**src/rtl/gpio_irq_pkg.sv**
```systemverilog
package gpio_irq_pkg;
  localparam logic [7:0] A_DATA   = 8'h00;
  localparam logic [7:0] A_DIR    = 8'h10;
  localparam logic [7:0] A_SENSE  = 8'h90;
  localparam logic [7:0] A_POL    = 8'h94;
  localparam logic [7:0] A_ACK    = 8'h98;
  localparam logic [7:0] A_EN     = 8'h9c;
  localparam logic [7:0] A_STATUS = 8'ha0;
  localparam logic [7:0] A_FILT   = 8'ha8;
endpackage

```
**src/rtl/gpio_sync.sv**
```systemverilog
module gpio_sync #(
  parameter int WIDTH = 8
) (
  input  logic             clk,
  input  logic             rst,
  input  logic [WIDTH-1:0] d,
  output logic [WIDTH-1:0] q
);
  logic [WIDTH-1:0] meta_q;

  always_ff @(posedge clk) begin
    if (rst) begin
      meta_q <= '0;
      q      <= '0;
    end else begin
      meta_q <= d;
      q      <= meta_q;
    end
  end
endmodule

```
**src/rtl/gpio_debounce.sv**
```systemverilog
module gpio_debounce #(
  parameter int WIDTH  = 8,
  parameter int DIV    = 4,
  parameter int STABLE = 4
) (
  input  logic             clk,
  input  logic             rst,
  input  logic [WIDTH-1:0] d,
  output logic [WIDTH-1:0] q
);
  localparam int PW = (DIV > 1) ? $clog2(DIV) : 1;
  localparam int CW = $clog2(STABLE) + 1;
  localparam logic [PW-1:0] PMAX = PW'(DIV - 1);
  localparam logic [CW-1:0] CMAX = CW'(STABLE - 1);

  logic [PW-1:0] pre_q;
  logic          tick;

  always_ff @(posedge clk) begin
    if (rst || pre_q == PMAX) pre_q <= '0;
    else                      pre_q <= pre_q + 1'b1;
  end
  assign tick = (pre_q == PMAX);

  for (genvar i = 0; i < WIDTH; i++) begin : g_bit
    logic [CW-1:0] cnt_q;
    always_ff @(posedge clk) begin
      if (rst) begin
        cnt_q <= '0;
        q[i]  <= 1'b0;
      end else if (tick) begin
        if (d[i] == q[i]) begin
          cnt_q <= '0;
        end else if (cnt_q == CMAX) begin
          cnt_q <= '0;
          q[i]  <= d[i];
        end else begin
          cnt_q <= cnt_q + 1'b1;
        end
      end
    end
  end
endmodule

```
**src/rtl/gpio_irq_detect.sv**
```systemverilog
module gpio_irq_detect #(
  parameter int WIDTH = 8
) (
  input  logic             clk,
  input  logic             rst,
  input  logic [WIDTH-1:0] lvl,
  input  logic [WIDTH-1:0] edge_mode,
  input  logic [WIDTH-1:0] high_rise,
  input  logic [WIDTH-1:0] enable,
  input  logic [WIDTH-1:0] ack_clr,
  input  logic [WIDTH-1:0] cfg_clr,
  output logic [WIDTH-1:0] status
);
  logic [WIDTH-1:0] prev_q, latch_q;
  logic [WIDTH-1:0] rise, fall, edge_hit, level_hit;

  assign rise      = lvl & ~prev_q;
  assign fall      = ~lvl & prev_q;
  assign edge_hit  = edge_mode & ((high_rise & rise) | (~high_rise & fall));
  assign level_hit = ~edge_mode & ~(lvl ^ high_rise);

  always_ff @(posedge clk) begin
    if (rst) begin
      prev_q  <= '0;
      latch_q <= '0;
    end else begin
      prev_q  <= lvl;
      latch_q <= ((latch_q & ~ack_clr) | edge_hit) & ~cfg_clr;
    end
  end

  assign status = enable & ((edge_mode & latch_q) | level_hit);
endmodule

```
**src/rtl/gpio_irq_port.sv**
```systemverilog
module gpio_irq_port
  import gpio_irq_pkg::*;
#(
  parameter int WIDTH     = 8,
  parameter int DB_DIV    = 4,
  parameter int DB_STABLE = 4
) (
  input  logic             clk,
  input  logic             rst,
  input  logic             bus_wr,
  input  logic [7:0]       bus_addr,
  input  logic [WIDTH-1:0] bus_wdata,
  output logic [WIDTH-1:0] bus_rdata,
  input  logic [WIDTH-1:0] pin_in,
  output logic [WIDTH-1:0] pin_out,
  output logic [WIDTH-1:0] pin_oe,
  output logic [WIDTH-1:0] irq_line,
  output logic             irq_any
);
  logic [WIDTH-1:0] dir_q, sense_q, pol_q, en_q, filt_q;
  logic [WIDTH-1:0] sync_lvl, deb_lvl, det_lvl, status;
  logic [WIDTH-1:0] ack_clr, cfg_clr;

  always_ff @(posedge clk) begin
    if (rst) begin
      pin_out <= '0;
      dir_q   <= '0;
      sense_q <= '0;
      pol_q   <= '0;
      en_q    <= '0;
      filt_q  <= '0;
    end else if (bus_wr) begin
      case (bus_addr)
        A_DATA:  pin_out <= bus_wdata;
        A_DIR:   dir_q   <= bus_wdata;
        A_SENSE: sense_q <= bus_wdata;
        A_POL:   pol_q   <= bus_wdata;
        A_EN:    en_q    <= bus_wdata;
        A_FILT:  filt_q  <= bus_wdata;
        default: ;
      endcase
    end
  end
  assign pin_oe = dir_q;

  assign ack_clr = (bus_wr && bus_addr == A_ACK) ? bus_wdata : '0;
  assign cfg_clr = ((bus_wr && bus_addr == A_SENSE) ? (bus_wdata ^ sense_q) : '0)
                 | ((bus_wr && bus_addr == A_POL)   ? (bus_wdata ^ pol_q)   : '0);

  gpio_sync #(.WIDTH(WIDTH)) u_sync (
    .clk(clk), .rst(rst), .d(pin_in), .q(sync_lvl)
  );

  gpio_debounce #(.WIDTH(WIDTH), .DIV(DB_DIV), .STABLE(DB_STABLE)) u_deb (
    .clk(clk), .rst(rst), .d(sync_lvl), .q(deb_lvl)
  );

  for (genvar i = 0; i < WIDTH; i++) begin : g_sel
    assign det_lvl[i] = filt_q[i] ? deb_lvl[i] : sync_lvl[i];
  end

  gpio_irq_detect #(.WIDTH(WIDTH)) u_det (
    .clk(clk), .rst(rst), .lvl(det_lvl), .edge_mode(sense_q),
    .high_rise(pol_q), .enable(en_q), .ack_clr(ack_clr),
    .cfg_clr(cfg_clr), .status(status)
  );

  always_ff @(posedge clk) begin
    if (rst) begin
      irq_line  <= '0;
      irq_any   <= 1'b0;
      bus_rdata <= '0;
    end else begin
      irq_line <= status;
      irq_any  <= |status;
      case (bus_addr)
        A_DATA:   bus_rdata <= sync_lvl;
        A_DIR:    bus_rdata <= dir_q;
        A_SENSE:  bus_rdata <= sense_q;
        A_POL:    bus_rdata <= pol_q;
        A_EN:     bus_rdata <= en_q;
        A_STATUS: bus_rdata <= status;
        A_FILT:   bus_rdata <= filt_q;
        default:  bus_rdata <= '0;
      endcase
    end
  end
endmodule

```
**config.mk**
```make
export PLATFORM = sky130hd
export DESIGN_NAME = gpio_irq_port
export DESIGN_NICKNAME = d
export VERILOG_FILES = /design/src/rtl/gpio_irq_pkg.sv /design/src/rtl/gpio_sync.sv /design/src/rtl/gpio_debounce.sv /design/src/rtl/gpio_irq_detect.sv /design/src/rtl/gpio_irq_port.sv
export SDC_FILE = /design/constraint.sdc
export NUM_CORES = 1
export LEC_CHECK = 0
export ABC_CLOCK_PERIOD_IN_PS = 5020
export BUFFER_PORTS_ARGS = -buffer_cell sky130_fd_sc_hd__buf_2
export CORE_MARGIN = 2
export CORE_UTILIZATION = 40
export DETAILED_ROUTE_END_ITERATION = 8
export PLACE_DENSITY = 0.55
export SLEW_MARGIN = 5
export SYNTH_ARGS = -nofsm -noshare
export SYNTH_HDL_FRONTEND = slang
export SYNTH_HIERARCHICAL = 1
export SYNTH_SLANG_ARGS = --single-unit
```
**constraint.sdc**
```tcl
create_clock -name clk -period 5.02 [get_ports clk]
set_input_delay 0.753 -clock clk [delete_from_list [all_inputs] [get_ports clk]]
set_output_delay 0.753 -clock clk [all_outputs]
set_load 0.02 [all_outputs]
```
# [After elaboration in Yosys (flattened, before gate mapping)]
# Cells that the tools add are included.
[totals] register_bits=131 latch_bits=0 ram_bits=0 rom_bits=0 input_bits=27 elab_cells=143 memories=0
[op_classes] add_sub_neg=9 multipliers=0 div_mod_pow=0 n_lt_le_gt_ge=0 eq_ne=24 n_shift=0 muxes=28 n_bitwise=32 reduce_logical=20
[op_table] op="$and A8 B8 Y8" n=10
[op_table] op="$not A8 Y8" n=7
[op_table] op="$pmux W8 S7" n=1
[op_table] op="$eq A8 B8 Y1 const B" n=6
[op_table] op="$mux W3" n=16
[op_table] op="$or A8 B8 Y8" n=4
[op_table] op="$add A3 B1 Y3 const B" n=8
[op_table] op="$eq A3 B2 Y1 const B" n=8
[op_table] op="$mux W8" n=3
[op_table] op="$reduce_and A3 Y1" n=8
[op_table] op="$xor A8 B8 Y8" n=3
[op_table] op="$reduce_and A2 Y1" n=6
[op_table] op="$eq A1 B1 Y1" n=8
[op_table] op="$eq A8 B5 Y1 const B" n=1
[op_table] op="$logic_not A8 Y1" n=1
[op_table] op="$mux W1" n=8
[op_table] op="$not A1 Y1" n=8
[op_table] op="$reduce_or A8 Y1" n=1
[op_table] op="$logic_and A1 B1 Y1" n=3
[op_table] op="$add A2 B1 Y2 const B" n=1
[op_table] op="$eq A2 B2 Y1 const B" n=1
[op_table] op="$logic_or A1 B1 Y1" n=1

# [Longest topological paths before layout]
# Gate-level depths: netlist (run 1).
[depth] ltp_word=8 depth_mapped=9

# [By module]
# The synthesis (run 1) kept the hierarchy.
[modules_own_cells] module="gpio_irq_port" instances=1 cells_per_inst=347 area_each_um2=3281.9 seq_area_each_um2=1301.2
[modules_own_cells] module="gpio_debounce" instances=1 cells_per_inst=145 area_each_um2=1507.7 seq_area_each_um2=680.7
[modules_own_cells] module="gpio_irq_detect" instances=1 cells_per_inst=89 area_each_um2=907.1 seq_area_each_um2=320.3
[modules_own_cells] module="gpio_sync" instances=1 cells_per_inst=33 area_each_um2=464.2 seq_area_each_um2=320.3

# [Least setup slack after synthesis (run 1)]
# No wires, ideal clock.
[synth_timing] path_kind="input to register" start="in bus_addr[5]" end="reg u_det.latch_q[0]" t_arrival_ns=2.091 required_time_ns=4.889 slack_ns=2.798 cell_stages=8 path_buffers=2 path_cell_list="buf_6 -> and4bb_1 -> buf_6 -> nand3_1 -> nor3b_1 -> and2_2 -> nand2b_1 -> a311oi_2"
[synth_via] elab_chain_len=7 elab_cells_between_ends=15 cone_classes="3 x eq/ne; 3 x mux; 6 x bitwise; 3 x reduce/logical"
[synth_rtl] item="start, declared" line_no="gpio_irq_port.sv:11" text="input logic [7:0] bus_addr,"
[synth_rtl] item="$eq A8 B8 Y1" line_no="gpio_irq_port.sv:46" text="assign ack_clr = (bus_wr && bus_addr == A_ACK) ? bus_wdata : '0;"
[synth_rtl] item="$logic_and A1 B1 Y1" line_no="gpio_irq_port.sv:46"
[synth_rtl] item="$mux W8" line_no="gpio_irq_port.sv:46"
[synth_rtl] item="via ack_clr[0]" line_no="gpio_irq_port.sv:22" text="logic [WIDTH-1:0] ack_clr, cfg_clr;"
[synth_rtl] item="$not A8 Y8" line_no="gpio_irq_detect.sv:28" text="latch_q <= ((latch_q & ~ack_clr) | edge_hit) & ~cfg_clr;"
[synth_rtl] item="$and A8 B8 Y8" line_no="gpio_irq_detect.sv:28"
[synth_rtl] item="$or A8 B8 Y8" line_no="gpio_irq_detect.sv:28"
[synth_rtl] item="$and A8 B8 Y8" line_no="gpio_irq_detect.sv:28"
[synth_rtl] item="end signal, assigned" line_no="gpio_irq_detect.sv:28"
[synth_rtl] item="end, declared" line_no="gpio_irq_detect.sv:14" text="logic [WIDTH-1:0] prev_q, latch_q;"
# The timed path passes the listed nets, and every way through them passes these cells.
# A chain may end at the register's enable or synchronous reset.

# [Worst setup path after layout (run 1)]
[layout_timing] start="in bus_addr[4]" end="reg u_det.latch_q[0]"
# The elaborated chain is that of the path after synthesis.

==> flow_summary.toml, run 1 <==
[power_and_ir_drop]
max-vdd-ir-drop_mv = 0.2232
power.total_uw = 2481
power_leakage_uw = 0.003020
powerDensity_nw_per_um2 = 350.5

[route]
drcViolationCount = 0
vias_per_cell = 5.382
wire_per_inst_um = 17.34
first_pass_iters = 5
drt-total-wl_mm = 14.79
vias = 4591
drt_iter0_drc = 257
antenna_left = 0

[critical_path]
end_kind = "flop"
cp.required_ns = 5.28
criticalPathCategory = "in2reg"
path_cells = "buf_2 -> and4bb_1 -> nand3_1 -> nor3b_1 -> and2_2 -> nand2b_1 -> a311oi_2"
cp_num_buf_inv = 1
start_kind = "primary input"
slowest_delay_ns = 0.97
cp_num_cells = 7
cpMaxStageDelayCell = "nor3b_1"
crit_family = "simple AND/OR/NAND/NOR gates"
reg2reg_depth = 8
worst-path-max-fanout = 16
worstPathArrival_ns = 3.17

[global_routing]
grt_max_degree = 77
grt_use_total_pct = 18.97
grt_pass1_vias = 4513
grt_pass1_wl_mm = 24.07
overflow = 0
antenna_found_initial = 0

[synth]
ys_ff_latch = 131
synth_edf_count = 0
syn_area_per_cell_um2 = 10.03
ys_seq_area_share_pct = 42.57
synth_area_leaders = "dfxtp_1 (43%), mux2i_1 (8.9%), mux2_2 (3.8%)"
yosysTopAreaCell = "dfxtp_1"
syn_nets = 650
netlist.area_leader.share_pct = 42.57
yosysWarnings = 6
synth.most_common_cell = "dfxtp_1"
synth_commonest_cells = "dfxtp_1 (131), mux2i_1 (55), nand2_1 (46)"
synth_area_um2 = 6161
synth_top_flop_cell = "dfxtp_1"
ys_types = 57
async_flop_share_pct = 0
synthCells = 614

[clock_network]
clock_latency_ns = 0.41
clockBufferDepth = 2
cts.sinks = 131
ctsResizeCount = 0
cts_root_buffer = "clkbuf_16"
hold_buffers = 0
htreeDepth = 4
cts_tree = "done"
postCtsSetupRepairBufs = 0
path_clk_slew_ns = 0.06
cts_inserted_buffers = 17

[timing]
hold_viol_final = 0
worstMarginPinSlew_ns = 1.198
final_max_slew_viol_count = 0
period_share_pct = 57.85
finalSetupTns_ns = 0
fmax_mhz = 344.4
final.min_clock_period_ns = 2.904
setup_viol = 0
rsz0062_at_grt = "no"
fin_worst_skew_ns = 0.009644
relSlewSlack_pct = 19.98

[floorplanning]
rows = 45
die_area_um2 = 16410
io_pins = 60
core_area_um2 = 15150
die_width_um = 128.1
start_util_pct = 40.68
fp.dieH_um = 128.1

[finish]
syn_to_final_growth_pct = 14.89
n_fill_cell = 1423
final_cells = 853
multi_input_area_um2 = 3276
drive_gt1_share_pct = 23.16
seq_area_um2 = 2623
diodes = 0
nets = 688

[hold_path]
hp-class = "reg2reg"
holdPathStages = 1

[place]
dp_hpwl_mm = 10.11
placed_cells = 821
gp_congestion = 0.7991
port_buffers = 59

[run]
maxCapViolCount = 0

[run_status]
outcome = "complete, no violations"
[where the power goes]
part           switching (µW)  internal [µW]  leakage, µW
Sequential               6.85           1050      0.00106
Clock                     459            855     0.000301
Combinational            69.4           39.2      0.00166
[path summary, 6_finish.rpt]
kind / startpoint / endpoint / slack [ns]
worst max-delay path: bus_addr[4] / u_det/latch_q[0] / 2.12
worst min-delay path: u_deb/pre_q[0] / u_deb/pre_q[0] / 0.42
worst max register to register: filt_q[7] / bus_rdata[7] / 2.85
worst min register to register: u_deb/pre_q[0] / u_deb/pre_q[0] / 0.42
[kinds of logic after synthesis]
family,share of synthesized area (%)
flip-flops,42.57
multiplexers,12.77
adder cells (fa/ha/maj),1.828
XOR/XNOR,2.417
AO/OA/AOI/OAI,11.98
AND/OR/NAND/NOR,24.17
buffers and inverters,4.265
[cell type report]
cell class	count	area share (%)
Clock inverter	13	2.581
Sequential cell	131	37.05
Clock buffer	19	6.399
Multi-Input combinational cell	441	46.28
Timing Repair Buffer	60	4.313
Inverter	1	0.05303
Tap cell	188	3.323
[per-stage QoR]
stage                     area (µm²)  util, %  setup WS [ns]  hold WS (ns)
after global routing            7078    46.73          1.956        0.4571
final                           7078    46.73          2.116        0.4237
after floorplan                 6161        -          2.798        0.3977
after CTS                       7078    46.73          2.142        0.4298
after global placement          6442    42.54          1.845        0.4079
after detailed placement        6442    42.54          1.690        0.4197
[per-layer routing]
metal	wire length, µm	global-route usage, %	up-vias
met1	7096	24.72	2217
met5	0	0	-
met4	125	5.753	0
li1	-	-	2259
met2	6951	30.76	103
met3	620	5.134	12
[state kept, by name, indices dropped and copies added (netlist names)]
name / count
u_deb/g_bit.cnt_q: 24
bus_rdata: 8
en_q: 8
filt_q: 8
irq_line: 8
pin_oe: 8
pin_out: 8
pol_q: 8
sense_q: 8
u_deb/q: 8
u_det/latch_q: 8
u_det/prev_q: 8
u_sync/meta_q: 8
u_sync/q: 8
u_deb/pre_q: 2
irq_any: 1
[worst register-to-register path, cell delays in order, from the launching register on]
cell and delay [ns]:
dfxtp_1 0.36, mux2_2 0.40, xor2_1 0.17, o21ai_0 0.14, and2_1 0.29, mux2i_1 0.11
o22ai_1 0.24, a22oi_1 0.14, a211oi_2 0.23
[cells in the final DEF (no fill, tap or decap), types with 5 or more instances in the layout]
cell type  instances
nor2b_2            8
and2_1            16
and3b_1            5
o22ai_1            6
nor2_1            44
and2b_2            6
o22a_1             7
ha_1               9
clkbuf_16         17
nor2b_1           22
a22o_1             5
buf_2             58
mux2_2            21
nand4bb_1          9
nand2_1           46
a22oi_1            5
a21oi_1           34
a311oi_2           8
xnor2_1            5
a221oi_1           7
nor3_1             9
mux2i_1           55
nand2b_1          25
nand3b_1          10
dfxtp_1          131
o21ai_0           14
nand4b_1          12
xor2_1            12
a211oi_2           5
Note: power is estimated with default switching activity, not from simulation.
==> inputs of run 2 (changes only) <==
--- a/config.mk
+++ b/config.mk
@@ -5,12 +5,12 @@
 export SDC_FILE = /design/constraint.sdc
 export NUM_CORES = 1
 export LEC_CHECK = 0
-export ABC_CLOCK_PERIOD_IN_PS = 5020
+export ABC_CLOCK_PERIOD_IN_PS = 2300
 export BUFFER_PORTS_ARGS = -buffer_cell sky130_fd_sc_hd__buf_2
 export CORE_MARGIN = 2
 export CORE_UTILIZATION = 40
 export DETAILED_ROUTE_END_ITERATION = 8
-export PLACE_DENSITY = 0.55
+export PLACE_DENSITY = 0.57
 export SLEW_MARGIN = 5
 export SYNTH_ARGS = -nofsm -noshare
 export SYNTH_HDL_FRONTEND = slang
==> constraint.sdc (replaced) <==
create_clock -name clk -period 2.3 [get_ports clk]
set_input_delay 0.345 -clock clk [delete_from_list [all_inputs] [get_ports clk]]
set_output_delay 0.345 -clock clk [all_outputs]
set_load 0.02 [all_outputs]
==> run 2 against run 1 <==
Net effect: clock power grew 100%; core utilization grew 0.56 points; sequential cell count is the same; largest cell class unchanged; critical path type is now reg2reg; die area is the same; combinational power grew 130%; via count grew 2.5%.
==> flow_summary.toml, run 2 (synthesis gave the netlist of run 1 again) <==
[run_status]
outcome = "complete, no violations"

[timing]
final_max_slew_viol_count = 0
finalWorstSetupSlack_ns = 0.2145
worstMarginPinSlew_ns = 0.7574
period_share_pct = 90.67
setup_viol = 0
fin_worst_skew_ns = 0.004217
hold_slack_ns = 0.1379
fmax_mhz = 479.5
rsz0062_at_grt = "no"
finalSetupTns_ns = 0
relSlewSlack_pct = 49.32
hold_viol_final = 0
final.min_clock_period_ns = 2.086

[clock_network]
cts_root_buffer = "clkbuf_16"
hold_buffers = 0
clockBufferDepth = 2
ctsResizeCount = 0
htreeDepth = 4
cts_inserted_buffers = 17
clock_latency_ns = 0.41
cts.sinks = 131
postCtsSetupRepairBufs = 0
cts_tree = "done"
path_clk_slew_ns = 0.06

[finish]
final_common_cell = "dfxtp_1"
largest_reg_flops = 24
n_fill_cell = 1453
regMostFlops = "u_deb/g_bit.cnt_q"
multi_input_area_um2 = 3276
final_cell_mix = "dfxtp_1 (131), buf_2 (58), mux2i_1 (55)"
diodes = 0
seq_area_um2 = 2623
syn_to_final_growth_pct = 16.27
drive_gt1_share_pct = 24.96
nets = 704

[critical_path]
end_kind = "flop"
path_cells = "mux2_2 -> xor2_1 -> o21ai_0 -> and2_1 -> mux2i_1 -> o22ai_1 -> a222oi_1 -> nor3_1"
reg2reg_depth = 8
worst-path-max-fanout = 4
timing.rr.start = "filt_q[5]"
criticalPathCategory = "reg2reg"
start_kind = "flop"
cpMaxStageDelayCell = "mux2_2"
r2r_slack_ns = 0.21
worstReg2RegEnd = "bus_rdata[5]"
worstPathArrival_ns = 2.41
cp-startpoint = "filt_q[5]"
endpoint = "bus_rdata[5]"
slowest_delay_ns = 0.40
cp.required_ns = 2.62

[global_routing]
grt_pass1_wl_mm = 23.96
grt_pass1_vias = 4517
grt_max_degree = 71
overflow = 0
antenna_found_initial = 0
grt_use_total_pct = 18.92

[place]
dp_hpwl_mm = 10.49
port_buffers = 59
gp_congestion = 0.8776
pre_cts_ws_ns = 0.1342

[run]
maxCapViolCount = 0

[route]
vias = 4706
wire_per_inst_um = 17.17
first_pass_iters = 5
antenna_left = 0
drt_iter0_drc = 361
drcViolationCount = 0
drt-total-wl_mm = 14.92
vias_per_cell = 5.415

[floorplanning]
fp.dieH_um = 128.1
rows = 45
core_area_um2 = 15150
die_width_um = 128.1
io_pins = 60
start_util_pct = 40.68
die_area_um2 = 16410

[power_and_ir_drop]
power.total_uw = 5222
max-vdd-ir-drop_mv = 0.5407
power_leakage_uw = 0.003080
powerDensity_nw_per_um2 = 729.0

[hold_path]
hp-class = "in2reg"
## run 2: stage by stage
stage	util (%)	std cells	area [µm²]
after floorplan	-	614	6161
after global placement	43.41	837	6575
after detailed placement	43.41	837	6575
after CTS	47.29	869	7163
after global routing	47.29	869	7163
final	47.29	869	7163
## run 2: layout make-up
cell class	instances	share of cell area, %
sequential	131	36.61
inverter	1	0.05240
clock buffer	19	6.323
multi-input combinational	441	45.73
timing repair buffer	76	6.114
clock inverter	13	1.886
tap	188	3.284
## run 2: worst max-delay path, delay by kind of cell, from the launching register on
kind / cells / cell delay [ns]
muxes: 2 / 0.50
AOI/OAI and AO/OA: 3 / 0.49
and+or+nand+nor: 2 / 0.47
DFF: 1 / 0.36
xor gates and xnor gates: 1 / 0.17
## run 2: metal layers
| layer | up-vias | GRT usage [%] | wire [µm] |
|---|---|---|---|
| met5 | - | 0 | 0 |
| met4 | 0 | 6.593 | 262 |
| met3 | 16 | 4.967 | 662 |
| met2 | 112 | 29.95 | 7027 |
| met1 | 2279 | 25.03 | 6968 |
| li1 | 2299 | - | - |
## run 2: how the worst min path moves through the flow
stage	start	end	slack [ns]	cells past startpoint
6_report	pin_in[5]	u_sync/meta_q[5]	0.14	2
5_1_grt	pin_in[4]	u_sync/meta_q[4]	0.14	2
4_1_cts	pin_in[5]	u_sync/meta_q[5]	0.13	2
3_5_place_dp	u_deb/pre_q[0]	u_deb/pre_q[0]	0.42	1
3_3_place_gp	u_deb/pre_q[0]	u_deb/pre_q[0]	0.41	1
2_1_floorplan	u_deb/pre_q[0]	u_deb/pre_q[0]	0.40	1
## run 2: power by group
| part | total [µW] | internal [µW] | switching (µW) |
|---|---|---|---|
| Sequential | 2310 | 2290 | 15.1 |
| Clock | 2660 | 1640 | 1020 |
| Combinational | 250 | 93.9 | 156 |
| Total | 5220 | 4030 | 1190 |
==> inputs of run 3 (changes only) <==
--- a/config.mk
+++ b/config.mk
@@ -5,12 +5,14 @@
 export SDC_FILE = /design/constraint.sdc
 export NUM_CORES = 1
 export LEC_CHECK = 0
+export ABC_AREA = 0
 export ABC_CLOCK_PERIOD_IN_PS = 2300
 export BUFFER_PORTS_ARGS = -buffer_cell sky130_fd_sc_hd__buf_2
 export CORE_MARGIN = 2
 export CORE_UTILIZATION = 40
 export DETAILED_ROUTE_END_ITERATION = 8
 export PLACE_DENSITY = 0.57
+export RECOVER_POWER = 100
 export SLEW_MARGIN = 5
 export SYNTH_ARGS = -nofsm -noshare
 export SYNTH_HDL_FRONTEND = slang
==> run 3 against run 2 <==
Net effect: global-route usage did not move; total power shrank 0.25%; final cell count stayed put; sequential cell count unchanged; register-to-register slack lost 0.05 ns; setup slack got worse by 0.049 ns; clock skew increased by 0.0024 ns; clock power about the same; worst hold slack about the same; critical path depth decreased by 2; critical path type unchanged; largest power group unchanged.
==> flow_summary.toml, run 3 (synthesis gave the netlist of run 1 again) <==
[place]
place_area_um2 = 6575
pre_cts_ws_ns = 0.1342
dp_hpwl_mm = 10.49
gp_congestion = 0.8776
port_buffers = 59

[clock_network]
cts_inserted_buffers = 17
cts_root_buffer = "clkbuf_16"
htreeDepth = 4
clockBufferDepth = 2
ctsResizeCount = 0
cts.sinks = 131
path_clk_slew_ns = 0.06
hold_buffers = 0
cts_tree = "done"
clock_latency_ns = 0.42
postCtsSetupRepairBufs = 0

[hold_path]
holdCritStartpoint = "pin_in[5]"
hp-class = "in2reg"

[global_routing]
grt_pass1_vias = 4517
gr-usage-met3_pct = 4.967
grt_pass1_wl_mm = 23.96
grt_max_degree = 71
overflow = 0
grt_use_total_pct = 18.92
met2_usage_pct = 29.95
antenna_found_initial = 0
gr-max-usage-layer = "met2"
met1_usage_pct = 25.03

[critical_path]
slowest_delay_ns = 0.46
start_kind = "flop"
crit_family = "simple AND/OR/NAND/NOR gates"
reg2reg_depth = 6
cp-startpoint = "filt_q[6]"
timing.rr.start = "filt_q[6]"
criticalPathCategory = "reg2reg"
worstPathArrival_ns = 2.37
cp_num_buf_inv = 0
worstReg2RegEnd = "irq_any"
cp_num_cells = 6
worst-path-max-fanout = 4
endpoint = "irq_any"
cp.required_ns = 2.54
path_cells = "mux2_1 -> xor2_1 -> o21ai_0 -> and2_0 -> nor4_1 -> a21oi_1"
end_kind = "flop"
cpMaxStageDelayCell = "nor4_1"
r2r_slack_ns = 0.17

[power_and_ir_drop]
p_int_uw = 4027
powerDensity_nw_per_um2 = 736.4
power.total_uw = 5209
power_frac_seq_pct = 44.3
power_leakage_uw = 0.002909
max-vdd-ir-drop_mv = 0.5403
sw_frac_of_total_pct = 22.69
power_frac_comb_pct = 4.6
switchingPower_uw = 1182
clockPowerShare_pct = 51.0

[timing]
rsz0062_at_grt = "no"
setup_viol = 0
fin_worst_skew_ns = 0.006665
worstMarginPinSlew_ns = 0.8567
finalWorstSetupSlack_ns = 0.1659
relSlewSlack_pct = 42.89
fmax_mhz = 468.6
period_share_pct = 92.78
hold_viol_final = 0
final.min_clock_period_ns = 2.134
final_max_slew_viol_count = 0
hold_slack_ns = 0.1376
finalSetupTns_ns = 0

[floorplanning]
rows = 45
core_area_um2 = 15150
start_util_pct = 40.68
fp.dieH_um = 128.1
die_area_um2 = 16410
die_width_um = 128.1
io_pins = 60

[finish]
final_cell_mix = "dfxtp_1 (131), mux2i_1 (55), nand2_1 (46)"
largest_reg_flops = 24
syn_to_final_growth_pct = 14.80
design_area_um2 = 7073
final_common_cell = "dfxtp_1"
diodes = 0
drive_gt1_share_pct = 18.50
nets = 704
regMostFlops = "u_deb/g_bit.cnt_q"

[run]
maxCapViolCount = 0

[route]
vias_per_cell = 5.430
drt-total-wl_mm = 14.86
vias = 4719
drcViolationCount = 0
first_pass_iters = 4
antenna_left = 0
wire_per_inst_um = 17.10
drt_iter0_drc = 337

[run_status]
outcome = "complete, no violations"
==> run 3: routing by layer <==
metal | share of wire [%] | vias to the layer above | wire length (µm)
met5 | 0 | - | 0
li1 | - | 2299 | -
met1 | 46 | 2288 | 6844
met2 | 47 | 120 | 7021
met4 | 1.3 | 0 | 196
met3 | 5.4 | 12 | 800
==> run 3: power groups by stage <==
stage	combinational, µW	clock (µW)	sequential (µW)
6_report	242	2660	2310
5_1_grt	265	2820	2310
4_1_cts	251	2710	2310
3_5_place_dp	250	0	2360
3_3_place_gp	245	0	2360
2_1_floorplan	181	0	2350
==> run 3: stage by stage <==
| step | util, % | std cells |
|---|---|---|
| final | 46.70 | 869 |
| after global routing | 46.70 | 869 |
| after CTS | 47.29 | 869 |
| after detailed placement | 43.41 | 837 |
| after global placement | 43.41 | 837 |
| after floorplan | - | 614 |
==> run 3: area by class of cell <==
| type | instances | area, µm² |
|---|---|---|
| clock inverter | 13 | 135.1 |
| timing repair buffer | 76 | 369.1 |
| sequential | 131 | 2623 |
| clock buffer | 19 | 452.9 |
| inverter | 1 | 3.754 |
| fill | 1474 | 8073 |
| tap | 188 | 235.2 |
| multi-input combinational | 441 | 3254 |
==> run 3: how the worst min path moves through the flow <==
stage                                  end  slack, ns  cells after the start
after floorplan             u_deb/pre_q[0]       0.40                      1
after global placement      u_deb/pre_q[0]       0.41                      1
after detailed placement    u_deb/pre_q[0]       0.42                      1
after CTS                 u_sync/meta_q[5]       0.13                      2
after global routing      u_sync/meta_q[4]       0.14                      2
final                     u_sync/meta_q[5]       0.14                      2
